File: src/rtl/pll_mcode_pkg.sv
package pll_mcode_pkg;

  // strobes from the sequencer to the datapath
  typedef struct packed {
    logic encLoad;
    logic encStep;
    logic encFin;
    logic encErr;
    logic decLoad;
    logic decStep;
    logic decFin;
  } mcode_strobe_t;

  typedef enum logic [1:0] {
    ST_IDLE = 2'd0,
    ST_ENC  = 2'd1,
    ST_DEC  = 2'd2
  } mcode_state_t;

  // bandwidth selector thresholds
  localparam int unsigned BW_ABOVE_1  = 16384;
  localparam int unsigned BW_ABOVE_2  = 8192;
  localparam int unsigned BW_ABOVE_4  = 2048;
  localparam int unsigned BW_FROM_8   = 501;
  localparam int unsigned BW_DIV_LO   = 60;
  localparam int unsigned BW_DIV_HI   = 500;
  localparam int unsigned BW_DIV_NUM  = 1024;
  localparam int unsigned BW_DIV_OFS  = 9;
  localparam int unsigned SELP_W      = 5;
  localparam int unsigned SELI_W      = 6;

endpackage

File: src/rtl/pll_mcode_ctrl.sv
module pll_mcode_ctrl
  import pll_mcode_pkg::*;
(
  input  logic          clk,
  input  logic          rstN,
  input  logic          encStart,
  input  logic          decStart,
  input  logic          encOver,
  input  logic          encLast,
  input  logic          decLast,
  output mcode_strobe_t stb
);

  mcode_state_t state, stateNext;

  always_ff @(posedge clk) begin
    if (!rstN) state <= ST_IDLE;
    else       state <= stateNext;
  end

  always_comb begin
    stb       = '0;
    stateNext = state;
    unique case (state)
      ST_IDLE: begin
        if (encStart) begin
          if (encOver) stb.encErr = 1'b1;
          else begin
            stb.encLoad = 1'b1;
            stateNext   = ST_ENC;
          end
        end else if (decStart) begin
          stb.decLoad = 1'b1;
          stateNext   = ST_DEC;
        end
      end
      ST_ENC: begin
        if (encLast) begin
          stb.encFin = 1'b1;
          stateNext  = ST_IDLE;
        end else stb.encStep = 1'b1;
      end
      ST_DEC: begin
        if (decLast) begin
          stb.decFin = 1'b1;
          stateNext  = ST_IDLE;
        end else stb.decStep = 1'b1;
      end
      default: stateNext = ST_IDLE;
    endcase
  end

endmodule

File: src/rtl/pll_mcode_dp.sv
module pll_mcode_dp
  import pll_mcode_pkg::*;
#(
  parameter int unsigned LfsrW = 15,
  parameter int unsigned WordW = 32,
  localparam int unsigned MultW = LfsrW + 1,
  localparam int unsigned CodeW = LfsrW + 2
) (
  input  logic             clk,
  input  logic             rstN,
  input  logic [MultW-1:0] encMult,
  input  logic [CodeW-1:0] decCode,
  input  mcode_strobe_t    stb,
  output logic             encOver,
  output logic             encLast,
  output logic             decLast,
  output logic             encDone,
  output logic             encErr,
  output logic [WordW-1:0] encWord,
  output logic             decDone,
  output logic [MultW-1:0] decMult
);

  localparam logic [MultW-1:0] MaxMult  = MultW'(1) << LfsrW;
  localparam logic [MultW-1:0] CntInit  = MaxMult + MultW'(1);
  localparam logic [CodeW-1:0] Seed     = CodeW'(1) << (LfsrW - 1);
  localparam logic [CodeW-1:0] CodeOne  = {2'b11, {(LfsrW-2){1'b0}}, 2'b11};
  localparam logic [CodeW-1:0] CodeTwo  = {2'b10, {(LfsrW-2){1'b0}}, 2'b11};
  localparam int unsigned      DivW     = $clog2(BW_DIV_NUM) + 1;
  localparam int unsigned      QuotW    = SELI_W - 2;
  localparam int unsigned      PadW     = WordW - CodeW - SELP_W - SELI_W;

  logic [CodeW-1:0]  xReg, encNext, decNext;
  logic [MultW-1:0]  cntReg, multReg;
  logic              divBusy;
  logic [DivW-1:0]   divRem, divSor;
  logic [QuotW-1:0]  quot;
  logic [SELP_W-1:0] selpVal;
  logic [SELI_W-1:0] seliVal;

  assign encOver = encMult > MaxMult;
  assign encLast = (cntReg == '0) && !divBusy;
  assign decLast = (xReg == Seed) || (cntReg == '0);

  // forward step moves right, reverse step moves left
  assign encNext = {2'b00, xReg[0] ^ xReg[1], xReg[LfsrW-1:1]};
  assign decNext = {2'b00, xReg[LfsrW-2:0], xReg[0] ^ xReg[LfsrW-1]};

  always_comb begin
    if (multReg < MultW'(BW_DIV_LO)) selpVal = multReg[SELP_W:1] + SELP_W'(1);
    else                             selpVal = '1;
  end

  always_comb begin
    if      (multReg >  MultW'(BW_ABOVE_1)) seliVal = SELI_W'(1);
    else if (multReg >  MultW'(BW_ABOVE_2)) seliVal = SELI_W'(2);
    else if (multReg >  MultW'(BW_ABOVE_4)) seliVal = SELI_W'(4);
    else if (multReg >= MultW'(BW_FROM_8))  seliVal = SELI_W'(8);
    else if (multReg >= MultW'(BW_DIV_LO))  seliVal = {quot, 2'b00};
    else seliVal = (multReg[SELI_W-1:0] & SELI_W'(8'h3C)) + SELI_W'(4);
  end

  always_ff @(posedge clk) begin
    if (!rstN) begin
      xReg    <= '0;
      cntReg  <= '0;
      multReg <= '0;
      divBusy <= 1'b0;
      divRem  <= '0;
      divSor  <= '0;
      quot    <= '0;
      encDone <= 1'b0;
      encErr  <= 1'b0;
      decDone <= 1'b0;
      encWord <= '0;
      decMult <= '0;
    end else begin
      encDone <= stb.encFin;
      encErr  <= stb.encErr;
      decDone <= stb.decFin;
      if (stb.encLoad) begin
        multReg <= encMult;
        divBusy <= (encMult >= MultW'(BW_DIV_LO)) && (encMult <= MultW'(BW_DIV_HI));
        divRem  <= DivW'(BW_DIV_NUM);
        divSor  <= DivW'(encMult) + DivW'(BW_DIV_OFS);
        quot    <= '0;
        if (encMult == MultW'(0)) begin
          xReg <= '0; cntReg <= '0;
        end else if (encMult == MultW'(1)) begin
          xReg <= CodeOne; cntReg <= '0;
        end else if (encMult == MultW'(2)) begin
          xReg <= CodeTwo; cntReg <= '0;
        end else begin
          xReg <= Seed; cntReg <= CntInit - encMult;
        end
      end
      if (stb.encStep) begin
        if (cntReg != '0) begin
          xReg   <= encNext;
          cntReg <= cntReg - MultW'(1);
        end
        if (divBusy) begin
          quot <= quot + QuotW'(1);
          if (divRem > divSor) divRem <= divRem - divSor;
          else                 divBusy <= 1'b0;
        end
      end
      if (stb.encFin) encWord <= {{PadW{1'b0}}, seliVal, selpVal, xReg};
      if (stb.decLoad) begin
        divBusy <= 1'b0;
        if (decCode == CodeOne) begin
          xReg <= Seed; cntReg <= MultW'(1);
        end else if (decCode == CodeTwo) begin
          xReg <= Seed; cntReg <= MultW'(2);
        end else begin
          xReg <= decCode; cntReg <= CntInit;
        end
      end
      if (stb.decStep) begin
        xReg   <= decNext;
        cntReg <= cntReg - MultW'(1);
      end
      if (stb.decFin) decMult <= cntReg;
    end
  end

endmodule

File: src/rtl/pll_mcode_conv.sv
module pll_mcode_conv
  import pll_mcode_pkg::*;
#(
  parameter int unsigned LfsrW = 15,
  parameter int unsigned WordW = 32
) (
  input  logic             clk,
  input  logic             rstN,
  input  logic             encStart,
  input  logic [LfsrW:0]   encMult,
  output logic             encDone,
  output logic             encErr,
  output logic [WordW-1:0] encWord,
  input  logic             decStart,
  input  logic [LfsrW+1:0] decCode,
  output logic             decDone,
  output logic [LfsrW:0]   decMult
);

  mcode_strobe_t stb;
  logic encOver, encLast, decLast;

  pll_mcode_ctrl u_ctrl (
    .clk      (clk),
    .rstN     (rstN),
    .encStart (encStart),
    .decStart (decStart),
    .encOver  (encOver),
    .encLast  (encLast),
    .decLast  (decLast),
    .stb      (stb)
  );

  pll_mcode_dp #(.LfsrW(LfsrW), .WordW(WordW)) u_dp (
    .clk     (clk),
    .rstN    (rstN),
    .encMult (encMult),
    .decCode (decCode),
    .stb     (stb),
    .encOver (encOver),
    .encLast (encLast),
    .decLast (decLast),
    .encDone (encDone),
    .encErr  (encErr),
    .encWord (encWord),
    .decDone (decDone),
    .decMult (decMult)
  );

endmodule

File: config.mk
export PLATFORM = sky130hd
export DESIGN_NAME = pll_mcode_conv
export DESIGN_NICKNAME = d
export VERILOG_FILES = /design/src/rtl/pll_mcode_pkg.sv /design/src/rtl/pll_mcode_ctrl.sv /design/src/rtl/pll_mcode_dp.sv /design/src/rtl/pll_mcode_conv.sv
export SDC_FILE = /design/constraint.sdc
export NUM_CORES = 1
export LEC_CHECK = 0
export ABC_AREA = 0
export BUFFER_PORTS_ARGS = -buffer_cell sky130_fd_sc_hd__clkbuf_2
export CORE_ASPECT_RATIO = 1.1
export CORE_UTILIZATION = 26
export CTS_CLUSTER_DIAMETER = 100
export CTS_CLUSTER_SIZE = 10
export DETAILED_ROUTE_END_ITERATION = 16
export GPL_TIMING_DRIVEN = 0
export PLACE_DENSITY = 0.48
export RECOVER_POWER = 25
export SLEW_MARGIN = 30
export SYNTH_ARGS = -nofsm -noshare
export SYNTH_HDL_FRONTEND = slang
export SYNTH_SLANG_ARGS = --single-unit
export TNS_END_PERCENT = 30
File: constraint.sdc
create_clock -name clk -period 2.7 [get_ports clk]
set_input_delay 0.27 -clock clk [delete_from_list [all_inputs] [get_ports clk]]
set_output_delay 0.27 -clock clk [all_outputs]
set_load 0.01 [all_outputs]
==> results.md <==
* Status: complete, no violations
* Drt first pass iters at 5
* GPL Wtd Cong at 0.856
* DIE HEIGHT at 173 um
* Max frequency at 392 MHz
* Worst vdd ir at 455 uV
* Synth warn at 0
* Met1 usage at 0.243
* Remaining global-route overflow at 0
* Post-synth EDFFs at 0
* CTS tree: built
* Ranking of synthesized cells by area: dfxtp_1 36%, nand2_1 8.7%, a21oi_1 8.4%, ha_1 4.7%, nor2_1 4.3%
* CTS Sinks at 125
* Mapped Cells at 899
* Top-area cell type share of the netlist area at 0.364
* CTS H-Tree Depth at 4
* CP required at 3.05 ns
* TritonCTS Buffers at 17
* Cell Pwr Density at 817 mW/mm2
* Final Power at 0.00697 W
* Clock-pin slew on the worst setup and hold paths at 0.06 ns
* Die area at 0.0271 mm2
* Fillers at 2,881
* Post-route DRC violation count at 0
* # setup viols final at 0
* CTS Buffer Depth at 2
* N_diodes at 0
* Cts hold-fix bufs at 0
* Max Cap Viol at 0
* Least-Margin Pin Slew at 0.881 ns
* Synth Cell Area at 0.00687 mm2
* I/O Pins at 88
* Via count at 6,847
* Commonest non-fill, non-tap cell in the layout: nand2_1
* CTS Root Cell: clkbuf_16
* HP Class: primary input to register
* First-pass GRT wire length at 37,600 um
* Crit path time final at 2.55 ns
* DRT antenna net count at 0
* Syn Area/Cell at 7.65 um2
* Core area at 0.0261 mm2
* IO buf count at 78
* Leakage at 3.10 nW
* Setup Skew at 0.00789 ns
* Pin count of the biggest net entering global routing at 20
* Startpoint class of the critical path: register
* Initial DRC count at 368
* GRT met3 Usage at 0.0358
* P&R area growth vs syn at 24.0%
* Worst EP arrival at 2.90 ns
* Yosys reg bits at 125
* Most frequent cells in the layout: 159 x nand2_1, 125 x dfxtp_1, 114 x a21oi_1
* Worst-Skew Late Latency at 0.43 ns
* Top FF cell, synth: dfxtp_1
* Met2 Use GR at 0.289
* Routed length per placed instance at 17.5 um
* Seq/Total Area, Yosys at 0.364
* Hpwl dp at 17,600 um
* Via density at 5.01
* Synth unique cells at 73
* Fin crit share at 0.944
* Fraction of registers with async set or reset after synthesis at 0
* Vias in the first global route at 6,529
* Busiest metal layer after global routing: met2
* Share of layout cells above drive strength 1 at 0.125
* Final Hold Fails at 0
* Slew margin rel. at 0.411
* Initial antenna violation count at 1
* Setup TNS Final at 0 ns
* Fin nets at 1,067
* Max Slew Vio Count at 0
* Total track usage at 0.182
* Std cell rows at 62
* Initial Utilization at 0.264
* Core Util, Final at 0.327
* Kind of critical path: register to register
* Routed wire length at 24,000 um
* Yosys top cell by area: dfxtp_1
* Die width at 157 um
* Critical path fanouts, max at 10
* Endpoint type of the worst setup path: register
[area by class of cell]
type                       count  area, um2  area share
buffer                        53        244      0.0286
inverter                      29        109      0.0128
sequential                   125       2500       0.294
multi-input combinational    694       4160       0.489
clock buffer                  19        453      0.0531
timing repair buffer          83        375      0.0440
tap                          352        440      0.0517
clock inverter                13        235      0.0276
[per-layer routing]
layer	share of wire	vias up
li1	-	3412
met1	0.47	3236
met2	0.47	165
met3	0.045	32
met4	0.019	2
met5	0.00054	-
[synthesized netlist by cell type, types with 3 or more instances]
| cell type | instances |
|---|---|
| o32ai_1 | 3 |
| inv_1 | 29 |
| o21a_1 | 4 |
| a21oi_1 | 116 |
| a211o_1 | 3 |
| a211oi_1 | 17 |
| mux2_2 | 7 |
| a22oi_1 | 5 |
| nand3b_1 | 7 |
| ha_1 | 26 |
| nand3_1 | 29 |
| nor4_1 | 13 |
| nand2b_1 | 7 |
| or3_1 | 10 |
| buf_2 | 10 |
| o21ai_0 | 29 |
| a31oi_1 | 9 |
| o211ai_1 | 8 |
| a21boi_0 | 3 |
| and3_1 | 10 |
| nand2_1 | 159 |
| or4_1 | 3 |
| nor2_1 | 79 |
| nor4b_1 | 6 |
| xnor2_1 | 15 |
| buf_4 | 4 |
| o31ai_1 | 3 |
| dfxtp_1 | 125 |
| nand4_1 | 6 |
| clkbuf_1 | 38 |
| nor3_1 | 30 |
| and4b_1 | 4 |
| a311oi_1 | 5 |
| nor2b_1 | 5 |
| xor2_1 | 16 |
| a221oi_1 | 3 |
| o22ai_1 | 7 |
[power by group]
part	switching [W]	leakage, nW	total (W)	internal, W
sequential	0.000245	1.02	0.00228	0.00203
clock	0.000919	0.330	0.00271	0.00179
combinational	0.00124	1.75	0.00198	0.000742
[per-stage QoR]
| step | hold slack (ns) | worst slack, ns | instances | cell area [um2] |
|---|---|---|---|---|
| floorplan | 0.360 | 0.356 | 902 | 6890 |
| global placement | 0.443 | -0.253 | 1332 | 7720 |
| detailed placement | 0.447 | -0.304 | 1332 | 7720 |
| CTS | 0.0952 | 0.0239 | 1364 | 8460 |
| global route | 0.107 | -0.00888 | 1368 | 8520 |
| finish | 0.104 | 0.151 | 1368 | 8520 |
[path summary, 6_finish.rpt]
| kind | from | end | slack [ns] | depth (start not counted) |
|---|---|---|---|---|
| setup / recovery | u_dp.cntReg[0]$_SDFF_PN0_ | u_dp.encWord[1]$_SDFFE_PN0P_ | 0.15 | 8 |
| hold / removal | encMult[9] | u_dp.multReg[9]$_SDFFE_PN0P_ | 0.10 | 3 |
| setup reg to reg | u_dp.cntReg[0]$_SDFF_PN0_ | u_dp.encWord[1]$_SDFFE_PN0P_ | 0.15 | 8 |
| hold reg to reg | u_dp.encWord[10]$_SDFFE_PN0P_ | u_dp.encWord[10]$_SDFFE_PN0P_ | 0.45 | 2 |
[worst max-delay path, cell delays in order, from the launching register on]
cell	delay (ns)
dfxtp_1	0.36
inv_1	0.14
ha_1	0.22
nor4b_4	0.40
nand4b_4	0.21
nor3_1	0.30
clkbuf_1	0.54
nand2_1	0.16
a21oi_1	0.14
[cells by family (layout without fill, tap and decap cells)]
| kind of cell | count (synthesis) | in the layout | share of synthesized area |
|---|---|---|---|
| xor+xnor | 31 | 31 | 0.0395 |
| simple gates | 382 | 383 | 0.263 |
| fa+ha+maj | 27 | 27 | 0.0502 |
| buf+inv | 84 | 197 | 0.0521 |
| mux | 9 | 9 | 0.0144 |
| compound gates | 240 | 240 | 0.216 |
| other cells | 1 | 4 | 0.000546 |
| flops | 125 | 125 | 0.364 |
[registers in the layout, indices dropped and copies added (netlist names), 2 cells and up]
register      cells
u_dp.quot         4
u_dp.encWord     28
u_dp.decMult     16
u_ctrl.state      2
u_dp.multReg     16
u_dp.divSor      11
u_dp.divRem      11
u_dp.xReg        17
u_dp.cntReg      16
[what timing repair did]
item | in CTS | in global routing
setup endpoints to repair | 40 | 68
buffers inserted | 1 | 4
endpoints found under the hold margin | 0 | 0
cloned | 0 | 1
gates resized for setup | 9 | 14
pin swaps | 1 | 1
(Power assumes the default switching activity.)
